===== src/rtl/flash_cmd_pkg.sv =====
package flash_cmd_pkg;
  typedef enum logic [2:0] {SQ_IDLE, SQ_U1, SQ_U2, SQ_E1, SQ_E2, SQ_E3} seq_state_e;
  typedef enum logic [1:0] {OP_NONE = 2'd0, OP_CHIP = 2'd1, OP_BLOCK = 2'd2, OP_PROT = 2'd3} erase_op_e;
  typedef enum logic {MD_ARRAY = 1'b0, MD_ID = 1'b1} rd_mode_e;

  localparam logic [7:0] K_UNLOCK1 = 8'hAA;
  localparam logic [7:0] K_UNLOCK2 = 8'h55;
  localparam logic [7:0] K_RESET   = 8'hF0;
  localparam logic [7:0] K_ID      = 8'h90;
  localparam logic [7:0] K_ERASE   = 8'h80;
  localparam logic [7:0] K_CHIP    = 8'h10;
  localparam logic [7:0] K_BLOCK   = 8'h30;
  localparam logic [7:0] K_PROT    = 8'h60;
endpackage


===== src/rtl/flash_seq_match.sv =====
module flash_seq_match
  import flash_cmd_pkg::*;
#(
  parameter int unsigned AW = 16,
  parameter logic [AW-1:0] UNLOCK_A1 = AW'(16'h5555),
  parameter logic [AW-1:0] UNLOCK_A2 = AW'(16'h2AAA)
) (
  input  logic          clk_i,
  input  logic          rst_ni,
  input  logic          en_i,
  input  logic          wr_i,
  input  logic [AW-1:0] addr_i,
  input  logic [7:0]    wdata_i,
  output logic          ev_reset_o,
  output logic          ev_id_o,
  output logic          ev_erase_o,
  output erase_op_e     erase_kind_o,
  output logic          ev_other_o
);
  seq_state_e st_q, st_d;
  logic at_a1, at_a2;

  assign at_a1 = (addr_i == UNLOCK_A1);
  assign at_a2 = (addr_i == UNLOCK_A2);

  always_comb begin
    st_d         = st_q;
    ev_reset_o   = 1'b0;
    ev_id_o      = 1'b0;
    ev_erase_o   = 1'b0;
    erase_kind_o = OP_NONE;
    ev_other_o   = 1'b0;
    if (wr_i && en_i) begin
      st_d = SQ_IDLE;
      if (wdata_i == K_RESET) begin
        ev_reset_o = 1'b1;
      end else begin
        unique case (st_q)
          SQ_IDLE: begin
            if (at_a1 && wdata_i == K_UNLOCK1) st_d = SQ_U1;
            else ev_other_o = 1'b1;
          end
          SQ_U1: if (at_a2 && wdata_i == K_UNLOCK2) st_d = SQ_U2;
          SQ_U2: begin
            if (at_a1 && wdata_i == K_ID) ev_id_o = 1'b1;
            else if (at_a1 && wdata_i == K_ERASE) st_d = SQ_E1;
          end
          SQ_E1: if (at_a1 && wdata_i == K_UNLOCK1) st_d = SQ_E2;
          SQ_E2: if (at_a2 && wdata_i == K_UNLOCK2) st_d = SQ_E3;
          SQ_E3: begin
            if (at_a1 && wdata_i == K_CHIP) begin
              ev_erase_o = 1'b1; erase_kind_o = OP_CHIP;
            end else if (wdata_i == K_BLOCK) begin
              ev_erase_o = 1'b1; erase_kind_o = OP_BLOCK;
            end else if (at_a1 && wdata_i == K_PROT) begin
              ev_erase_o = 1'b1; erase_kind_o = OP_PROT;
            end
          end
          default: st_d = SQ_IDLE;
        endcase
      end
    end
  end

  always_ff @(posedge clk_i or negedge rst_ni) begin
    if (!rst_ni)    st_q <= SQ_IDLE;
    else if (!en_i) st_q <= SQ_IDLE;
    else            st_q <= st_d;
  end
endmodule


===== src/rtl/flash_erase_timer.sv =====
module flash_erase_timer #(
  parameter int unsigned CYCLES = 20
) (
  input  logic clk_i,
  input  logic rst_ni,
  input  logic start_i,
  output logic busy_o,
  output logic done_o
);
  localparam int unsigned CNT_W = $clog2(CYCLES + 1);
  localparam logic [CNT_W-1:0] LOAD = CNT_W'(CYCLES);

  logic [CNT_W-1:0] cnt_q;

  always_ff @(posedge clk_i or negedge rst_ni) begin
    if (!rst_ni)                    cnt_q <= '0;
    else if (start_i && cnt_q == '0) cnt_q <= LOAD;
    else if (cnt_q != '0)           cnt_q <= cnt_q - 1'b1;
  end

  assign busy_o = (cnt_q != '0);
  assign done_o = (cnt_q == CNT_W'(1));
endmodule


===== src/rtl/flash_id_table.sv =====
module flash_id_table #(
  parameter logic [7:0] ID_TYPE   = 8'h41,
  parameter logic [7:0] ID_MAKER  = 8'h98,
  parameter logic [7:0] ID_DEVICE = 8'h5A,
  parameter logic [7:0] ID_MACRO  = 8'hC3
) (
  input  logic [1:0] sel_i,
  output logic [7:0] code_o
);
  localparam logic [7:0] TBL [4] = '{ID_TYPE, ID_MAKER, ID_DEVICE, ID_MACRO};
  assign code_o = TBL[sel_i];
endmodule


===== src/rtl/flash_cmd_ctrl.sv =====
module flash_cmd_ctrl
  import flash_cmd_pkg::*;
#(
  parameter int unsigned AW = 16,
  parameter logic [AW-1:0] UNLOCK_A1 = AW'(16'h5555),
  parameter logic [AW-1:0] UNLOCK_A2 = AW'(16'h2AAA),
  parameter int unsigned ERASE_CYCLES = 20,
  parameter logic [7:0] ID_TYPE   = 8'h41,
  parameter logic [7:0] ID_MAKER  = 8'h98,
  parameter logic [7:0] ID_DEVICE = 8'h5A,
  parameter logic [7:0] ID_MACRO  = 8'hC3
) (
  input  logic          clk_i,
  input  logic          rst_ni,
  input  logic          wr_i,
  input  logic          rd_i,
  input  logic [AW-1:0] addr_i,
  input  logic [7:0]    wdata_i,
  input  logic [7:0]    array_data_i,
  output logic [7:0]    rdata_o,
  output logic          ready_o,
  output logic [1:0]    erase_op_o,
  output logic          id_mode_o
);
  logic      ev_reset, ev_id, ev_erase, ev_other;
  erase_op_e erase_kind;
  logic      busy, done;
  rd_mode_e  mode_q;
  logic [1:0] sel_q;
  erase_op_e op_q;
  logic [7:0] id_code, status, rdata_q;

  flash_seq_match #(.AW(AW), .UNLOCK_A1(UNLOCK_A1), .UNLOCK_A2(UNLOCK_A2)) u_seq (
    .clk_i, .rst_ni,
    .en_i        (!busy),
    .wr_i, .addr_i, .wdata_i,
    .ev_reset_o  (ev_reset),
    .ev_id_o     (ev_id),
    .ev_erase_o  (ev_erase),
    .erase_kind_o(erase_kind),
    .ev_other_o  (ev_other)
  );

  flash_erase_timer #(.CYCLES(ERASE_CYCLES)) u_tmr (
    .clk_i, .rst_ni,
    .start_i(ev_erase),
    .busy_o (busy),
    .done_o (done)
  );

  flash_id_table #(.ID_TYPE(ID_TYPE), .ID_MAKER(ID_MAKER),
                   .ID_DEVICE(ID_DEVICE), .ID_MACRO(ID_MACRO)) u_id (
    .sel_i (sel_q),
    .code_o(id_code)
  );

  assign status = {~busy, 5'b0, op_q};

  always_ff @(posedge clk_i or negedge rst_ni) begin
    if (!rst_ni) begin
      mode_q  <= MD_ARRAY;
      sel_q   <= 2'd0;
      op_q    <= OP_NONE;
      rdata_q <= 8'h00;
    end else begin
      if (ev_erase) op_q <= erase_kind;
      else if (done) op_q <= OP_NONE;

      if (ev_reset || ev_erase) mode_q <= MD_ARRAY;
      else if (ev_id) begin
        mode_q <= MD_ID;
        sel_q  <= 2'd0;
      end else if (ev_other && mode_q == MD_ID) sel_q <= wdata_i[1:0];

      if (rd_i) begin
        if (busy)                rdata_q <= status;
        else if (mode_q == MD_ID) rdata_q <= id_code;
        else                     rdata_q <= array_data_i;
      end
    end
  end

  assign rdata_o    = rdata_q;
  assign ready_o    = ~busy;
  assign erase_op_o = op_q;
  assign id_mode_o  = (mode_q == MD_ID);
endmodule


===== config.mk =====
export PLATFORM = sky130hd
export DESIGN_NAME = flash_cmd_ctrl
export DESIGN_NICKNAME = d
export VERILOG_FILES = /design/src/rtl/flash_cmd_pkg.sv /design/src/rtl/flash_seq_match.sv /design/src/rtl/flash_erase_timer.sv /design/src/rtl/flash_id_table.sv /design/src/rtl/flash_cmd_ctrl.sv
export SDC_FILE = /design/constraint.sdc
export NUM_CORES = 1
export LEC_CHECK = 0
export BUFFER_PORTS_ARGS = -buffer_cell sky130_fd_sc_hd__buf_4
export CORE_ASPECT_RATIO = 0.8
export CORE_MARGIN = 4
export CORE_UTILIZATION = 47
export CTS_BUF_LIST = sky130_fd_sc_hd__clkbuf_4
export DETAILED_ROUTE_END_ITERATION = 10
export PLACE_DENSITY = 0.78
export SLEW_MARGIN = 20
export SYNTH_ARGS = -nofsm -noshare
export SYNTH_HDL_FRONTEND = slang
export SYNTH_SLANG_ARGS = --single-unit
export TNS_END_PERCENT = 100

===== constraint.sdc =====
create_clock -name clk_i -period 1.9 [get_ports clk_i]
set_input_delay 0.095 -clock clk_i [delete_from_list [all_inputs] [get_ports clk_i]]
set_output_delay 0.095 -clock clk_i [all_outputs]
set_load 0.01 [all_outputs]

==> results.py <==
metrics = {
    "floorplanning": {
        "core_mm2": 0.00281,
        "dieWidth_um": 69.3,
        "rows": 17,
        "ioPinCount": 48,
        "die_y_um": 57.0,
        "die_area_mm2": 0.00395,
        "start_util_pct": 50.3,
    },
    "placement": {
        "place_congestion": 0.804,
        "place_inst": 243,
        "numPortBuffers": 47,
        "dp_hpwl_mm": 2.90,
        "dpl_cell_area_mm2": 0.00183,
    },
    "clocking": {
        "clock-sinks": 21,
        "cts_tree": "done",
        "root_buffer": "clkbuf_4",
        "clkSlewWorstSetupHoldPaths_ns": 0.11,
        "clockBufferDepth": 2,
        "numCtsBuffers": 3,
        "htree_levels": 1,
        "worstSkewPairLatency_ns": 0.30,
    },
    "cells_and_area": {
        "design_area_mm2": 0.00192,
        "n_antenna_cell": 0,
        "nFillCells": 240,
        "synthToLayoutAreaGrowth_pct": 35.8,
        "finalNonFillerCells": 250,
        "drive_above_1_share_pct": 37.3,
        "nets": 253,
    },
    "critical_path": {
        "criticalPathCategory": "reg -> reg",
        "crit_path_start_kind": "register",
        "arrival_ns": 2.01,
        "path_cells": "inv_1 -> ha_1 -> nand2_2 -> clkinv_4 -> nand2_4 -> or4_4 -> a21oi_4 -> o22ai_1",
        "critPathRequiredTime_ns": 2.10,
        "end_kind": "register",
        "cp_max_fo": 5,
        "cp_slowest_cell": "or4_4",
        "critical_path.top_delay_family": "simple AND/OR/NAND/NOR gates",
        "crit_buf_inv": 2,
        "cpPeakStageDelay_ns": 0.49,
    },
    "global_route": {
        "grt_max_degree": 22,
        "grt.overflow.total": 0,
        "grt_pass1_vias": 1318,
        "antenna_found_initial": 0,
        "grt_first_pass_wirelength_mm": 6.00,
        "grt_usage_pct": 18.4,
    },
    "route": {
        "dr.pass1.iters": 4,
        "postRouteAntennaNets": 0,
        "vias_per_cell": 5.68,
        "drc": 0,
        "drtIter0Drc": 102,
        "wl_per_cell_um": 14.5,
        "via_count": 1419,
        "routed_wl_mm": 3.63,
    },
    "job": {
        "drv_cap": 0,
    },
    "synthesis": {
        "ys_ff_latch": 21,
        "synth_cells": 157,
        "yosysWarnings": 0,
        "synth_nets": 197,
        "synth.distinct_cells": 45,
        "syn_area_per_cell_um2": 8.99,
        "ys_seq_area_share_pct": 37.2,
        "syn-cell-area_mm2": 0.00141,
    },
    "timing": {
        "tightest_slew_ns": 0.523,
        "max_freq_ghz": 0.551,
        "hold_slack_ns": 0.0125,
        "hold_violations": 0,
        "final.min_clock_period_ns": 1.81,
        "fin_skew_ns": 0.00292,
        "post-route-period-util_pct": 95.5,
        "maxSlewHeadroom_pct": 64.6,
        "final_max_slew_viol_count": 0,
        "fin_tns_setup_ns": 0,
        "rsz0062_at_grt": "yes",
        "setup_violations": 0,
    },
    "power": {
        "power_uw": 866,
        "powerDensity_mw_per_mm2": 452,
        "leakage_nw": 0.889,
        "ir_drop_mv": 0.391,
    },
    "status": {
        "status": "finished, final reports clean",
    },
    "worst_hold_path": {
        "hp-class": "in -> reg",
    },
}
-- where the power goes --
part | total (mW) | switching [mW] | internal (mW)
Combinational | 0.164 | 0.0708 | 0.0935
Sequential | 0.470 | 0.00792 | 0.462
Clock | 0.231 | 0.135 | 0.0962
-- synth_stat cells (all sizes together) --
cell	instances	share of area [%]
and4	1	0.62
nand4	6	3.1
and3	1	0.44
nand2b	1	0.44
mux2i	3	2.1
xor2	1	0.62
nor3	6	2.5
nand3	6	2.1
o21ai	12	4.3
o2111ai	1	0.62
dfrtp	21	37
mux2	5	4.0
clkinv	1	0.62
or3	3	1.3
a221o	1	0.80
or4	2	1.3
a41oi	2	1.8
nor2b	1	0.44
and4b	1	0.71
nor2	13	3.5
a21oi	5	2.6
a31oi	1	0.44
a21o	1	0.53
o22ai	3	1.3
nor4	4	2.2
and4bb	4	3.5
nor4b	3	1.9
nand2	18	5.5
nor3b	1	0.53
ha	4	3.5
a211oi	2	1.1
clkbuf	4	1.2
nor4bb	4	2.8
inv	14	3.7
a211o	1	0.62
-- through the flow --
stage / setup WS, ns / util (%)
after floorplan: 0.0496 / -
after global placement: 0.0739 / 65.3
after detailed placement: -0.0240 / 65.3
after CTS: 0.00516 / 67.7
after global routing: -0.00326 / 68.3
final: 0.0862 / 68.3
-- layout make-up --
type / count / area (um^2) / share of cell area, %
well taps: 38 / 47.5 / 2.48
clock buffers: 4 / 30.0 / 1.57
flip-flops and latches: 21 / 526 / 27.4
repair buffers: 55 / 418 / 21.8
inverters: 15 / 61.3 / 3.20
multi-input cells: 117 / 835 / 43.5
-- routing by layer --
metal,up-vias,wire [um],global-route usage [%]
met5,-,0,0
met4,0,40,4.18
met3,8,171,4.58
met2,36,1890,31.9
met1,690,1520,23.2
li1,685,-,-
-- worst register-to-register path: stages, from the launching register on --
cell	delay [ns]
dfrtp_1	0.41
inv_1	0.11
ha_1	0.19
nand2_2	0.08
clkinv_4	0.06
nand2_4	0.05
or4_4	0.49
a21oi_4	0.22
o22ai_1	0.09
-- sequential cells by signal (all words and copies together) (netlist names) --
register     count
u_seq.st_q       3
u_tmr.cnt_q      5
erase_op_o       2
sel_q            2
id_mode_o        1
rdata_o          8
-- cell usage in the layout, fill, tap and decap left out, drive strengths merged, types with 3 or more instances in the layout --
master and instances:
a21oi 5, and4bb 4, buf 53, clkbuf 4, dfrtp 21, ha 4
inv 14, mux2 5, mux2i 3, nand2 18, nand3 6, nand4 6
nor2 13, nor3 6, nor4 4, nor4b 3, nor4bb 4, o21ai 12
o22ai 3, or3 3
-- final timing paths --
kind	startpoint	to	slack, ns	cells past startpoint
min in group asynchronous	rst_ni	u_tmr.cnt_q[3]$_DFFE_PN0P_	0.22	2
worst max register to register	u_tmr.cnt_q[1]$_DFFE_PN0P_	u_tmr.cnt_q[1]$_DFFE_PN0P_	0.09	8
worst min-delay path	array_data_i[2]	rdata_o[2]$_DFFE_PN0P_	0.01	3
worst max-delay path	u_tmr.cnt_q[1]$_DFFE_PN0P_	u_tmr.cnt_q[1]$_DFFE_PN0P_	0.09	8
max in group asynchronous	rst_ni	rdata_o[5]$_DFFE_PN0P_	1.46	2
worst min register to register	rdata_o[0]$_DFFE_PN0P_	rdata_o[0]$_DFFE_PN0P_	0.52	1
-- cells by family (layout without fill, tap and decap cells) --
family,after synthesis,count (layout),synth area share [%]
AOI/OAI and AO/OA,29,29,14.0
and+or+nand+nor,75,75,33.0
xor gates and xnor gates,1,1,0.621
DFF,21,21,37.2
muxes,8,8,6.12
buffers and inverters,19,74,5.50
adders and majority gates,4,4,3.55
-- what timing repair did --
item | CTS | global route
setup buffers | 1 | 0
pin swaps | 0 | 3
hold endpoints to repair | 22 | 0
hold buffers | 2 | 0
gates resized for setup | 2 | 3
cloned | 0 | 0
endpoints found under the setup margin | 3 | 7
Note: power is estimated with default switching activity, not from simulation.
